[config.mk]
export PLATFORM = sky130hd
export DESIGN_NAME = usb_ep_irq_status
export DESIGN_NICKNAME = d
export VERILOG_FILES = /design/src/rtl/usb_irq_pkg.sv /design/src/rtl/usb_irq_set_gen.sv /design/src/rtl/usb_irq_w1c_bank.sv /design/src/rtl/usb_irq_mask_reg.sv /design/src/rtl/usb_ep_irq_status.sv
export SDC_FILE = /design/constraint.sdc
export NUM_CORES = 1
export LEC_CHECK = 0
export BUFFER_PORTS_ARGS = -buffer_cell sky130_fd_sc_hd__buf_2
export CORE_MARGIN = 5
export CORE_UTILIZATION = 30
export CTS_CLUSTER_DIAMETER = 60
export DETAILED_ROUTE_END_ITERATION = 10
export GPL_TIMING_DRIVEN = 0
export PLACE_DENSITY = 0.71
export REMOVE_ABC_BUFFERS = 1
export SLEW_MARGIN = 10
export SYNTH_ARGS = -nofsm -noshare
export SYNTH_HDL_FRONTEND = slang
export SYNTH_SLANG_ARGS = --single-unit
[constraint.sdc]
create_clock -name clk -period 0.9 [get_ports clk]
set_input_delay 0.09 -clock clk [delete_from_list [all_inputs] [get_ports clk]]
set_output_delay 0.09 -clock clk [all_outputs]
set_load 0.05 [all_outputs]
[src/rtl/usb_irq_pkg.sv]
package usb_irq_pkg;

    // Target of a bus write
    typedef enum logic {
        WSEL_STATUS = 1'b0,
        WSEL_MASK   = 1'b1
    } wsel_e;

    // Endpoint 0 event bundle
    typedef struct packed {
        logic out_cnt_zero;
        logic out_skip;
        logic setup_ok;
        logic out_nak;
        logic in_cnt_zero;
        logic in_skip;
        logic in_nak;
    } ep0_evt_t;

    // Shared NAK interrupt enables
    typedef struct packed {
        logic ep0_out;
        logic ep0_in;
        logic gen_out;
        logic gen_in;
    } nak_en_t;

    localparam int unsigned EP0_OUT_BIT = 0;
    localparam int unsigned EP0_IN_BIT  = 1;

    function automatic int unsigned gen_out_bit(input int unsigned idx);
        return 2 + 2 * idx;
    endfunction

    function automatic int unsigned gen_in_bit(input int unsigned idx);
        return 3 + 2 * idx;
    endfunction

endpackage

[src/rtl/usb_irq_set_gen.sv]
module usb_irq_set_gen
    import usb_irq_pkg::*;
#(
    parameter int unsigned N_GEN_EP = 4,
    localparam int unsigned W       = 2 + 2 * N_GEN_EP
) (
    input  ep0_evt_t            ep0_evt,
    input  nak_en_t             nak_en,
    input  logic [N_GEN_EP-1:0] gen_out_done,
    input  logic [N_GEN_EP-1:0] gen_in_done,
    input  logic [N_GEN_EP-1:0] gen_out_nak,
    input  logic [N_GEN_EP-1:0] gen_in_nak,
    output logic [W-1:0]        set_vec
);

    logic ep0_out_set;
    logic ep0_in_set;

    always_comb begin
        ep0_out_set = ep0_evt.out_cnt_zero | ep0_evt.out_skip | ep0_evt.setup_ok
                    | (ep0_evt.out_nak & nak_en.ep0_out);
        ep0_in_set  = ep0_evt.in_cnt_zero | ep0_evt.in_skip
                    | (ep0_evt.in_nak & nak_en.ep0_in);
    end

    assign set_vec[EP0_OUT_BIT] = ep0_out_set;
    assign set_vec[EP0_IN_BIT]  = ep0_in_set;

    for (genvar k = 0; k < N_GEN_EP; k++) begin : g_gen
        assign set_vec[gen_out_bit(k)] = gen_out_done[k] | (gen_out_nak[k] & nak_en.gen_out);
        assign set_vec[gen_in_bit(k)]  = gen_in_done[k]  | (gen_in_nak[k]  & nak_en.gen_in);
    end

endmodule

[src/rtl/usb_irq_w1c_bank.sv]
module usb_irq_w1c_bank #(
    parameter int unsigned W = 10
) (
    input  logic         clk,
    input  logic         rst_n,
    input  logic [W-1:0] set_vec,
    input  logic [W-1:0] clr_vec,
    output logic [W-1:0] flags
);

    typedef struct packed {
        logic [W-1:0] flags;
    } bank_t;

    bank_t st_d, st_q;

    // Set has priority over clear so a coincident event is kept
    always_comb begin
        st_d = st_q;
        for (int i = 0; i < W; i++) begin
            if (set_vec[i]) begin
                st_d.flags[i] = 1'b1;
            end else if (clr_vec[i]) begin
                st_d.flags[i] = 1'b0;
            end
        end
    end

    always_ff @(posedge clk or negedge rst_n) begin
        if (!rst_n) begin
            st_q <= '0;
        end else begin
            st_q <= st_d;
        end
    end

    assign flags = st_q.flags;

endmodule

[src/rtl/usb_irq_mask_reg.sv]
module usb_irq_mask_reg #(
    parameter int unsigned W = 10
) (
    input  logic         clk,
    input  logic         rst_n,
    input  logic         load,
    input  logic [W-1:0] load_val,
    input  logic [W-1:0] flags,
    output logic [W-1:0] mask,
    output logic         irq
);

    typedef struct packed {
        logic [W-1:0] mask;
    } mreg_t;

    mreg_t m_d, m_q;

    always_comb begin
        m_d = m_q;
        if (load) begin
            m_d.mask = load_val;
        end
    end

    always_ff @(posedge clk or negedge rst_n) begin
        if (!rst_n) begin
            m_q <= '0;
        end else begin
            m_q <= m_d;
        end
    end

    assign mask = m_q.mask;
    assign irq  = |(flags & m_q.mask);

endmodule

[src/rtl/usb_ep_irq_status.sv]
module usb_ep_irq_status
    import usb_irq_pkg::*;
#(
    parameter int unsigned N_GEN_EP = 4,
    localparam int unsigned W       = 2 + 2 * N_GEN_EP
) (
    input  logic                clk,
    input  logic                rst_n,
    input  logic                ep0_out_cnt_zero,
    input  logic                ep0_out_skip,
    input  logic                ep0_setup_ok,
    input  logic                ep0_out_nak,
    input  logic                ep0_in_cnt_zero,
    input  logic                ep0_in_skip,
    input  logic                ep0_in_nak,
    input  logic [N_GEN_EP-1:0] gen_out_done,
    input  logic [N_GEN_EP-1:0] gen_in_done,
    input  logic [N_GEN_EP-1:0] gen_out_nak,
    input  logic [N_GEN_EP-1:0] gen_in_nak,
    input  logic                nak_en_ep0_out,
    input  logic                nak_en_ep0_in,
    input  logic                nak_en_gen_out,
    input  logic                nak_en_gen_in,
    input  logic                wr_en,
    input  logic                wr_sel,
    input  logic [W-1:0]        wr_data,
    output logic [W-1:0]        status,
    output logic [W-1:0]        irq_mask,
    output logic                irq
);

    ep0_evt_t     ep0_evt;
    nak_en_t      nak_en;
    logic [W-1:0] set_vec;
    logic [W-1:0] clr_vec;
    logic         mask_load;

    always_comb begin
        ep0_evt.out_cnt_zero = ep0_out_cnt_zero;
        ep0_evt.out_skip     = ep0_out_skip;
        ep0_evt.setup_ok     = ep0_setup_ok;
        ep0_evt.out_nak      = ep0_out_nak;
        ep0_evt.in_cnt_zero  = ep0_in_cnt_zero;
        ep0_evt.in_skip      = ep0_in_skip;
        ep0_evt.in_nak       = ep0_in_nak;
        nak_en.ep0_out       = nak_en_ep0_out;
        nak_en.ep0_in        = nak_en_ep0_in;
        nak_en.gen_out       = nak_en_gen_out;
        nak_en.gen_in        = nak_en_gen_in;
    end

    always_comb begin
        clr_vec   = (wr_en && wsel_e'(wr_sel) == WSEL_STATUS) ? wr_data : '0;
        mask_load = wr_en && wsel_e'(wr_sel) == WSEL_MASK;
    end

    usb_irq_set_gen #(.N_GEN_EP(N_GEN_EP)) u_set (
        .ep0_evt      (ep0_evt),
        .nak_en       (nak_en),
        .gen_out_done (gen_out_done),
        .gen_in_done  (gen_in_done),
        .gen_out_nak  (gen_out_nak),
        .gen_in_nak   (gen_in_nak),
        .set_vec      (set_vec)
    );

    usb_irq_w1c_bank #(.W(W)) u_bank (
        .clk     (clk),
        .rst_n   (rst_n),
        .set_vec (set_vec),
        .clr_vec (clr_vec),
        .flags   (status)
    );

    usb_irq_mask_reg #(.W(W)) u_mask (
        .clk      (clk),
        .rst_n    (rst_n),
        .load     (mask_load),
        .load_val (wr_data),
        .flags    (status),
        .mask     (irq_mask),
        .irq      (irq)
    );

endmodule

==> out/metrics.csv <==
stage,metric,value,unit
pwr,pwr-share-clk,18.0,%
sta,setup_ws,-630,ps
sta,hold_viol_final,1,
drt,routed_via_density,4.99,
placement,port_buffers,61,
clock_network,cts_tree,built,
global_route,grtUsageTotal,13.6,%
final_layout,regArea,500,um^2
pwr,p_sw_share,34.7,%
sta,min_period,1530,ps
yosys,syn_area,828,um^2
final_layout,fin_cells,171,
worst_setup_path,timing.rr.end,u_bank.flags[1],
clock_network,clock_path_buffers,2,
yosys,avgSynthCellArea,13.8,um^2
worst_setup_path,worst_r2r_path_depth,3,
run,cap_violations,0,
placement,numPlacedInstances,151,
sta,relSlewSlack,68.6,%
pwr,power_density,1540,mW/mm^2
yosys,ys_ff_latch,20,
worst_setup_path,timing.rr.start,u_bank.flags[1],
final_layout,syn_to_final_growth,79.9,%
sta,fmax,653,MHz
sta,clock_skew,0,ps
yosys,yosysSeqAreaShare,60.4,%
clock_network,cts.sinks,20,
drt,route.detailed.drc,0,
floorplanning,die_h,62.5,um
final_layout,multi_input_area,332,um^2
yosys,synth_top_family_by_area,compound AO/OA/AOI/OAI gates,
floorplanning,pin_count,62,
worst_setup_path,worstSetupEndpointType,output pin,
placement,dp_hpwl,1.88,mm
pwr,p_comb_share,35.9,%
sta,setup_viol,25,
worst_setup_path,crit_fanout,2,
final_layout,design_area,0.00149,mm^2
global_route,grt-ovfl-total,0,
drt,drtIter0Drc,23,
clock_network,cts_root_buf,clkbuf_4,
final_layout,mostFrequentLayoutCells,"buf_2 (40), dfrtp_1 (20), buf_6 (19)",
placement,gp_congestion,0.683,
min_path,hp-start,ep0_in_skip,
global_route,antenna_found_initial,0,
worst_setup_path,regToRegSetupSlack,-130,ps
drt,via_count,854,
clock_network,clkLatencyLatePin,290,ps
yosys,synth_compound_area_share,18.0,%
yosys,yosysUniqueCellTypes,13,
floorplanning,fp.dieArea,0.00391,mm^2
min_path,whs_path_depth,2,
sta,rsz0062_at_grt,yes,
drt,drt-total-wl,2.70,mm
worst_setup_path,slowest_delay,390,ps
pwr,ir_drop,0.838,mV
placement,postPlaceCellArea,0.00116,mm^2
pwr,internal_power,1.50,mW
placement,dp_slack,-460,ps
yosys,synth-xor-area-share,0,%
yosys,synthAdderAreaFrac,0,%
final_layout,nNetsFinal,183,
global_route,grt_pass1_wl,4.28,mm
floorplanning,core-area,0.00271,mm^2
min_path,hold_path.class,input port to flop,
drt,firstDrtPassIters,2,
sta,fin_crit_sh,170,%
worst_setup_path,required,810,ps
sta,setup_tns,-2870,ps
clock_network,numCtsBuffers,3,
yosys,synthMuxAreaShare,13.6,%
worst_setup_path,critical_path_class,flop to output pin,
status,status,finished with violations,
drt,wire_per_inst,15.8,um
global_route,grt_max_degree,21,
worst_setup_path,crit_arrival,1440,ps
yosys,netlist_instances,60,
final_layout,n_fill_cell,229,
worst_setup_path,crit_path_top_delay_cell,dfrtp_1,
min_path,worstHoldEndpoint,u_bank.flags[1],
yosys,yosys.area_share.simple,7.10,%
global_route,grt_pass1_vias,943,
pwr,switching_power,0.797,mW
floorplanning,die_w,62.5,um
sta,worst-slew-pin-transition,470,ps
yosys,ys_warn_count,0,
clock_network,clk_pin_slew,110,ps
pwr,seqPwrFrac,46.1,%
drt,ant_nets,0,
worst_setup_path,crit_family,compound AO/OA/AOI/OAI gates,
floorplanning,initial_core_util,30.6,%
sta,slew_viol_final,0,
final_layout,mostFrequentLayoutCell,buf_2,
worst_setup_path,critPathLaunchType,flop,
pwr,p_leak,0.681,nW
floorplanning,rows,19,
worst_setup_path,path_buf_inv,1,
final_layout,num_antenna_cells,0,
sta,hold_ws,-5.53,ps
status,failed_checks,"hold timing, setup timing",
pwr,power.total,2.30,mW
final_layout,drive_gt1_share,59.3,%
clock_network,cts_max_level,1,
worst_setup_path,crit_chain,"a22o_1, a221oi_2, nand4_1, buf_6",
-- routing by layer --
layer	track usage [%]	vias to the layer above	wire, um
li1	-	399	-
met1	14.9	416	1050
met2	24.4	37	1420
met3	4.50	2	215
met4	4.24	0	17
met5	0	-	0
-- state kept, by name, indices dropped and copies added (netlist names) --
signal and count:
u_bank.flags 10, u_mask.mask 10
-- kinds of logic after synthesis --
family / after synthesis
AOI/OAI and AO/OA: 16
muxes: 10
and+or+nand+nor: 13
DFF: 20
buffers and inverters: 1
-- synthesized netlist by cell type --
master    instances  share of area [%]
a2111o_1          1                1.4
a21boi_1          1               0.91
a221o_1           9                 11
a221oi_1          1                1.1
a22o_1            1                1.1
a22oi_1           3                2.7
buf_4             1               0.91
dfrtp_1          20                 60
mux2_2           10                 14
nand2_1          10                4.5
nand4_1           1               0.76
nor2b_2           1                1.1
or3_1             1               0.76
-- power by group through the flow --
stage / Combinational, mW / Clock (mW) / Sequential [mW]
2_1_floorplan: 0.126 / 0 / 1.34
4_1_cts: 0.800 / 0.444 / 1.06
3_5_place_dp: 0.651 / 0 / 1.06
6_report: 0.825 / 0.414 / 1.06
5_1_grt: 0.871 / 0.482 / 1.07
3_3_place_gp: 0.643 / 0 / 1.05
-- worst register-to-register path, cell delays in order (launching register included) --
cell and delay (ps):
dfrtp_1 400, buf_6 120, a21boi_1 110, a2111o_1 290
-- what timing repair did --
action / 4_1_cts / 5_1_grt
setup endpoints to repair: 22 / 28
buffers inserted: 3 / 5
endpoints found under the hold margin: 28 / 2
gates resized for setup: 42 / 4
hold buffers: 9 / 1
pin swaps: 3 / 2
-- worst max-delay path by stage --
stage / from / end / slack [ps] / cells past startpoint
floorplan: u_bank.flags[4] / irq / -750 / 3
global placement: u_bank.flags[4] / irq / -480 / 4
detailed placement: u_bank.flags[4] / irq / -460 / 4
CTS: u_bank.flags[9] / irq / -660 / 4
global route: u_bank.flags[9] / irq / -770 / 4
finish: u_mask.mask[4] / irq / -630 / 4
-- layout make-up --
cell class | count | area share (%)
Timing Repair Buffer | 78 | 40.1
Sequential cell | 20 | 33.6
Multi-Input combinational cell | 39 | 22.3
Tap cell | 31 | 2.60
Clock buffer | 3 | 1.51
-- metrics by stage --
stage	util (%)	hold WS, ps
final	55.0	-5.53
after global routing	55.0	-17.7
after CTS	53.0	-21.1
after detailed placement	43.0	69.0
after global placement	43.0	55.8
after floorplan	-	-206
(Power assumes the default switching activity.)
